### src/rtl/htc_pkg.sv
// Shared definitions for the per-core timer unit.
// Assumes: a 64-bit time base and 32-bit register words.
package htc_pkg;
    localparam int TIME_W = 64;
    localparam int WORD_W = 32;

    // Which register a request address selects.
    typedef enum logic [2:0] {
        SEL_NONE,
        SEL_SWI,
        SEL_CMP_LO,
        SEL_CMP_HI,
        SEL_TIME_LO,
        SEL_TIME_HI
    } htc_sel_e;
endpackage

### src/rtl/htc_time_base.sv
// Shared free-running time counter.
// Adds one on each edge where tick_en is high. It has no write path.
// Assumes: tick_en is already aligned to clk by the logic that makes the tick.
module htc_time_base
    import htc_pkg::*;
#(
    parameter logic [63:0] TIME_INIT = 64'd0
) (
    input  logic              clk,
    input  logic              rst_n,
    input  logic              tick_en,
    output logic [TIME_W-1:0] count
);

    // Counter register: preset on reset, step on tick.
    always_ff @(posedge clk) begin
        if (!rst_n)       count <= TIME_INIT;
        else if (tick_en) count <= count + 64'd1;
    end

    a_r6_step : assert property (@(posedge clk) disable iff (!rst_n)
        tick_en |=> count == $past(count) + 64'd1);
    a_r6_hold : assert property (@(posedge clk) disable iff (!rst_n)
        !tick_en |=> $stable(count));

endmodule

### src/rtl/htc_addr_decode.sv
// Maps a byte address to a register select and a core index.
// Only addresses that are multiples of 4 can hit a register.
// Assumes: CMP_BASE is a multiple of 8, SWI_BASE and TIME_BASE are multiples of 4,
//          and the three regions do not overlap.
module htc_addr_decode
    import htc_pkg::*;
#(
    parameter int          NCORES    = 4,
    parameter int          ADDR_W    = 16,
    parameter int unsigned SWI_BASE  = 32'h0000,
    parameter int unsigned CMP_BASE  = 32'h4000,
    parameter int unsigned TIME_BASE = 32'hBFF8,
    localparam int         IDX_W     = (NCORES > 1) ? $clog2(NCORES) : 1
) (
    input  logic [ADDR_W-1:0] addr,
    output htc_sel_e          sel,
    output logic [IDX_W-1:0]  idx
);

    localparam int unsigned SWI_SPAN = 4 * NCORES;
    localparam int unsigned CMP_SPAN = 8 * NCORES;

    logic [31:0] a32;
    logic [31:0] swi_off;
    logic [31:0] cmp_off;

    assign a32     = 32'(addr);
    assign swi_off = a32 - SWI_BASE;
    assign cmp_off = a32 - CMP_BASE;

    // Region match: word-aligned addresses only, lowest region checked first.
    always_comb begin
        sel = SEL_NONE;
        idx = '0;
        if (a32[1:0] == 2'b00) begin
            if (a32 >= SWI_BASE && swi_off < SWI_SPAN) begin
                sel = SEL_SWI;
                idx = IDX_W'(swi_off >> 2);
            end else if (a32 >= CMP_BASE && cmp_off < CMP_SPAN) begin
                sel = cmp_off[2] ? SEL_CMP_HI : SEL_CMP_LO;
                idx = IDX_W'(cmp_off >> 3);
            end else if (a32 == TIME_BASE) begin
                sel = SEL_TIME_LO;
            end else if (a32 == TIME_BASE + 32'd4) begin
                sel = SEL_TIME_HI;
            end
        end
    end

endmodule

### src/rtl/htc_core_slot.sv
// State for one core: its software-interrupt bit and its 64-bit deadline.
// The timer interrupt is a level that compares the deadline with the shared time.
// Assumes: at most one of the write strobes is high in any cycle.
module htc_core_slot
    import htc_pkg::*;
(
    input  logic              clk,
    input  logic              rst_n,
    input  logic              wr_swi,
    input  logic              wr_lo,
    input  logic              wr_hi,
    input  logic [WORD_W-1:0] wdata,
    input  logic [TIME_W-1:0] time_now,
    output logic              swi,
    output logic [TIME_W-1:0] cmp,
    output logic              tti
);

    // Software-interrupt bit: follows bit 0 of each write to this core's word.
    always_ff @(posedge clk) begin
        if (!rst_n)      swi <= 1'b0;
        else if (wr_swi) swi <= wdata[0];
    end

    // Deadline: each half is replaced on its own strobe.
    always_ff @(posedge clk) begin
        if (!rst_n) begin
            cmp <= '0;
        end else begin
            if (wr_lo) cmp[31:0]  <= wdata;
            if (wr_hi) cmp[63:32] <= wdata;
        end
    end

    // Timer level: the deadline has been reached.
    assign tti = (cmp <= time_now);

    a_r1_swi_follow : assert property (@(posedge clk) disable iff (!rst_n)
        wr_swi |=> swi == $past(wdata[0]));
    a_r3_keep_hi : assert property (@(posedge clk) disable iff (!rst_n)
        wr_lo && !wr_hi |=> cmp[63:32] == $past(cmp[63:32]));
    a_r3_keep_lo : assert property (@(posedge clk) disable iff (!rst_n)
        wr_hi && !wr_lo |=> cmp[31:0] == $past(cmp[31:0]));
    a_r4_rise_cause : assert property (@(posedge clk) disable iff (!rst_n)
        $rose(tti) |-> $past(wr_lo || wr_hi) || (time_now != $past(time_now)));

endmodule

### src/rtl/hart_timer_ctrl.sv
// Per-core timer and software interrupt unit.
// One 32-bit register port reaches an array of software-interrupt words,
// an array of 64-bit deadlines and a read-only shared time counter.
// Assumes: a request is one cycle long, read data is taken the cycle after,
//          and each access is a full 32-bit word.
module hart_timer_ctrl
    import htc_pkg::*;
#(
    parameter int          NCORES    = 4,
    parameter int          ADDR_W    = 16,
    parameter int unsigned SWI_BASE  = 32'h0000,
    parameter int unsigned CMP_BASE  = 32'h4000,
    parameter int unsigned TIME_BASE = 32'hBFF8,
    parameter logic [63:0] TIME_INIT = 64'd0
) (
    input  logic              clk,
    input  logic              rst_n,
    input  logic              tick_en,
    input  logic              req_valid,
    input  logic              req_we,
    input  logic [ADDR_W-1:0] req_addr,
    input  logic [31:0]       req_wdata,
    output logic [31:0]       rsp_rdata,
    output logic [NCORES-1:0] swi_o,
    output logic [NCORES-1:0] tti_o
);

    localparam int IDX_W = (NCORES > 1) ? $clog2(NCORES) : 1;

    htc_sel_e          sel;
    logic [IDX_W-1:0]  idx;
    logic [TIME_W-1:0] time_now;
    logic [TIME_W-1:0] cmp_all [NCORES];
    logic              wr_req;
    logic              rd_req;
    logic [31:0]       rd_mux;

    assign wr_req = req_valid && req_we;
    assign rd_req = req_valid && !req_we;

    htc_addr_decode #(
        .NCORES    (NCORES),
        .ADDR_W    (ADDR_W),
        .SWI_BASE  (SWI_BASE),
        .CMP_BASE  (CMP_BASE),
        .TIME_BASE (TIME_BASE)
    ) u_dec (
        .addr (req_addr),
        .sel  (sel),
        .idx  (idx)
    );

    a_r8_aligned_only : assert property (@(posedge clk) disable iff (!rst_n)
        req_valid && (req_addr[1:0] != 2'b00) |-> sel == SEL_NONE);

    htc_time_base #(
        .TIME_INIT (TIME_INIT)
    ) u_time (
        .clk     (clk),
        .rst_n   (rst_n),
        .tick_en (tick_en),
        .count   (time_now)
    );

    a_r7_time_ro : assert property (@(posedge clk) disable iff (!rst_n)
        wr_req && (sel == SEL_TIME_LO || sel == SEL_TIME_HI) && !tick_en
        |=> $stable(time_now));

    // One slot per core, each writing only when the index names it.
    for (genvar i = 0; i < NCORES; i++) begin : g_core
        logic hit;
        assign hit = wr_req && (idx == IDX_W'(i));

        htc_core_slot u_slot (
            .clk      (clk),
            .rst_n    (rst_n),
            .wr_swi   (hit && sel == SEL_SWI),
            .wr_lo    (hit && sel == SEL_CMP_LO),
            .wr_hi    (hit && sel == SEL_CMP_HI),
            .wdata    (req_wdata),
            .time_now (time_now),
            .swi      (swi_o[i]),
            .cmp      (cmp_all[i]),
            .tti      (tti_o[i])
        );
    end

    // Read select: the addressed word, or zero when nothing is addressed.
    always_comb begin
        rd_mux = '0;
        case (sel)
            SEL_SWI:     rd_mux = {31'd0, swi_o[idx]};
            SEL_CMP_LO:  rd_mux = cmp_all[idx][31:0];
            SEL_CMP_HI:  rd_mux = cmp_all[idx][63:32];
            SEL_TIME_LO: rd_mux = time_now[31:0];
            SEL_TIME_HI: rd_mux = time_now[63:32];
            default:     rd_mux = '0;
        endcase
    end

    // Response register: read data one cycle after the request, zero otherwise.
    always_ff @(posedge clk) begin
        if (!rst_n)      rsp_rdata <= '0;
        else if (rd_req) rsp_rdata <= rd_mux;
        else             rsp_rdata <= '0;
    end

    a_r9_idle_zero : assert property (@(posedge clk) disable iff (!rst_n)
        !rd_req |=> rsp_rdata == 32'd0);

endmodule

### config.mk
export PLATFORM = sky130hd
export DESIGN_NAME = hart_timer_ctrl
export DESIGN_NICKNAME = d
export VERILOG_FILES = /design/src/rtl/htc_pkg.sv /design/src/rtl/htc_time_base.sv /design/src/rtl/htc_addr_decode.sv /design/src/rtl/htc_core_slot.sv /design/src/rtl/hart_timer_ctrl.sv
export SDC_FILE = /design/constraint.sdc
export NUM_CORES = 1
export LEC_CHECK = 0
export ABC_AREA = 1
export BUFFER_PORTS_ARGS = -buffer_cell sky130_fd_sc_hd__buf_2
export CORE_UTILIZATION = 45
export DETAILED_ROUTE_END_ITERATION = 6
export RECOVER_POWER = 25
export SLEW_MARGIN = 20
export SYNTH_ARGS = -nofsm -noshare
export SYNTH_HDL_FRONTEND = slang
export SYNTH_SLANG_ARGS = --single-unit
### constraint.sdc
create_clock -name clk -period 2.2 [get_ports clk]
set_input_delay 0.11 -clock clk [delete_from_list [all_inputs] [get_ports clk]]
set_output_delay 0.11 -clock clk [all_outputs]
set_load 0.02 [all_outputs]
==> summary.txt <==
Critical path
  – CP required: roughly 2.1 ns
  – Worst-case reg-to-reg path depth: 10
  – Worst r2r src: u_time.count[14]$_SDFFE_PN0P_
  – Crit path max fanout: 4
  – Timing endpoint of the critical path: tti_o[2]
  – Kind of critical path: reg2out
  – CP Launch Point: u_time.count[55]$_SDFFE_PN0P_
  – Worst path arrival time: between 2 and 3 ns
  – R2r setup slk: -0.03 ns
  – Crit start category: flip-flop
  – Reg-to-reg endpoint: u_time.count[48]$_SDFFE_PN0P_
  – Critical Path Sink Type: output pin

STA
  – Unrepaired setup endpoints after global routing: yes
  – Final hold vios: 0
  – Clock Skews: 0.01924 ns
  – Fin crit period: 3.037 ns
  – Setup ws final: -0.8374 ns
  – Period utilization: 1.381
  – Slew Limit Fails: 0
  – Hold_ws: between 0.1 and 0.15 ns
  – Relative slew slack: 0.04873
  – Final Setup Violations: 38
  – Tightest Pin Transition: 1.427 ns
  – Achievable Freq: 329.2 MHz

CTS
  – CTS buffer count: 44
  – CTS Root Cell: clkbuf_16
  – CTS max path bufs: 3
  – CTS tree: done
  – Worst-Skew Late Latency: 0.61 ns
  – CTS sink count: 356
  – Clk slew on worst S/H paths: 0.06 ns
  – Htree depth: 2

Die
  – Core area: 0.04885 sq mm
  – Row cnt: 81
  – Die ar.: 0.05040 sq mm
  – Ports: 93
  – Die Y: between 200 and 250 um
  – Starting density of the core: 0.4560
  – Die Width: 224.5 um

Placement
  – DP HPWL: between 70 and 80 mm
  – Cell total after placement: between 4,000 and 5,000
  – Buffers on Ports: ~90
  – Routability cong.: 1.006

GRT
  – Vias in the first global route: 23,620
  – Grt ovf: 0
  – First-pass GRT wire length: 141.6 mm
  – Tot GR Track Use: 0.3691
  – Largest net degree at the start of global routing: 133
  – Initial antenna violation count: 2

Final layout
  – Finished Layout Cells: 4,328
  – Register Area: 0.007164 sq mm
  – Layout area overhead: 32.87%
  – Share of layout cells above drive strength 1: 0.2266
  – # fillers: 4,595
  – Multi-input logic area: 0.01423 sq mm
  – Final net count: 3,944

Run
  – Max-cap viol count: 0

Route
  – Remaining DRCs: 0
  – M1 WL: 41.04 mm
  – Top Metal Used: met4
  – DR WL/cell: 21.84 um
  – DR vias/cell: 5.789
  – Detail Route met2 WL: 39.52 mm
  – Pre-antenna DRT Iters: 6
  – Metal3 WL: 10.35 mm
  – DRT iter0 DRCs: 2,723
  – Final wirelength: 94.51 mm
  – Post-DRT Antenna Nets: 0
  – Detailed-route via count: 25,060

Yosys
  – Fraction of registers with async set/reset: 0
  – Top-count cell post-synth: nand2_1
  – Register bit total from synthesis: 356
  – Post-synth top area share: 0.3199
  – Area contributors post-synth: dfxtp_1, ha_1, a21oi_1
  – Post-Syn Area: 0.02228 sq mm
  – Mapped Nets: 3,473
  – Yosys warns: 0
  – Commonest cells in the netlist: nand2_1, a21oi_1, dfxtp_1
  – EDFF count, synth: 0
  – Synth area leader: dfxtp_1
  – Gate Count Post-Synth: 3,163
  – Main synth FF type: dfxtp_1
  – Seq/Total Area, Yosys: 0.3199
  – Netlist cell types: 45
  – Syn_area_per_cell: 7.043 sq um

Pwr
  – Peak supply drop: 0.0004860 V
  – PwrDens: 500.4 mW/mm^2
  – Leakage power: 13.35 nW
  – Pwr Total: 14.81 mW

Hold path
  – Hold crit path type: in2reg
  – Hold path depth: 8

Outcome
  – Status: complete, but fails checks
  – Failing checks: setup timing
## power by group
group,switching (mW),total [mW],internal [mW]
Sequential,0.00627,6.46,6.45
Clock,3.10,7.69,4.59
Combinational,0.453,0.671,0.218
## state kept, by name, summed over array words and instances (netlist names)
register	cells
u_time.count	64
g_core.u_slot.cmp	256
rsp_rdata	32
g_core.u_slot.swi	4
## what timing repair did
action	4_1_cts	5_1_grt
hold endpoints to repair	165	0
setup buffers	24	12
hold buffers	34	0
endpoints found under the setup margin	21	26
pin swaps	50	44
resized for setup	176	93
## per-layer routing
layer,up-vias,GRT usage
li1,11750,-
met1,11810,0.5118
met2,1274,0.5515
met3,222,0.09393
met4,0,0.1286
met5,-,0
## worst max-delay path, cell delays in order, from the launching register on
cell     delay (ns)
dfxtp_2        0.35
inv_4          0.07
buf_4          0.14
ha_1           0.29
nand2_1        0.08
inv_1          0.07
nand3_1        0.08
nor3_2         0.23
nand2_2        0.10
nor2_4         0.22
nand4_1        0.35
nand2_1        0.21
buf_6          0.14
## final cells by class
type / instances / share of cell area
diodes: 1 / 0.00008454
clock buffers: 59 / 0.04113
clock inverters: 16 / 0.009046
inverters: 323 / 0.04227
multi-input cells: 2325 / 0.4808
flip-flops and latches: 356 / 0.2420
well taps: 664 / 0.02807
repair buffers: 584 / 0.1565
## layout by cell type, fill, tap and decap left out, types with 6 or more instances in the layout
cell	instances
dfxtp_2	27
buf_12	30
buf_4	410
nand4_1	99
dlygate4sd3_1	34
clkbuf_1	47
nor2_2	16
o21ai_1	27
a211oi_2	22
buf_2	51
nand3_1	211
nor3_1	48
nor3_2	23
buf_6	17
inv_4	11
clkbuf_8	6
inv_1	276
o21ai_0	327
nand2_1	493
nand2_4	8
nor2_1	250
nand3_2	10
inv_2	32
a211oi_1	20
o21a_1	16
bufinv_16	6
ha_4	33
clkinvlp_4	6
nor4_1	10
dfxtp_1	328
nor4_4	6
nand2_2	20
nor2_4	12
ha_1	224
a21oi_2	8
xor2_1	20
clkbuf_16	44
a21oi_1	382
## kinds of logic after synthesis
| group | count (synthesis) | share of synthesized area |
|---|---|---|
| compound gates | 821 | 0.1980 |
| xor+xnor | 20 | 0.007863 |
| fa+ha+maj | 257 | 0.1443 |
| buf+inv | 482 | 0.08565 |
| flops | 356 | 0.3199 |
| simple gates | 1227 | 0.2442 |
## how the worst min path moves through the flow
stage	slack [ns]	to	start
global placement	0.43	g_core[3].u_slot.cmp[58]$_SDFFE_PN0P_	req_wdata[26]
finish	0.12	g_core[0].u_slot.swi$_SDFFE_PN0P_	req_we
floorplan	0.27	g_core[3].u_slot.cmp[32]$_SDFFE_PN0P_	req_wdata[0]
CTS	0.11	g_core[0].u_slot.swi$_SDFFE_PN0P_	req_we
global route	0.17	g_core[0].u_slot.swi$_SDFFE_PN0P_	req_we
detailed placement	0.44	g_core[3].u_slot.cmp[47]$_SDFFE_PN0P_	req_wdata[15]
## through the flow
stage                     utilization  cell area [sq um]  setup WS, ns  TNS [ns]
after floorplan                     -              22280        0.2445         0
after global placement         0.5414              26450       -0.5602    -51.34
after detailed placement       0.5415              26450       -0.5903    -38.51
after CTS                      0.5987              29250       -0.7431    -2.592
after global routing           0.6059              29600       -0.9186    -11.62
final                          0.6059              29600       -0.8374    -6.880
Power figures use the tool's default switching activity.
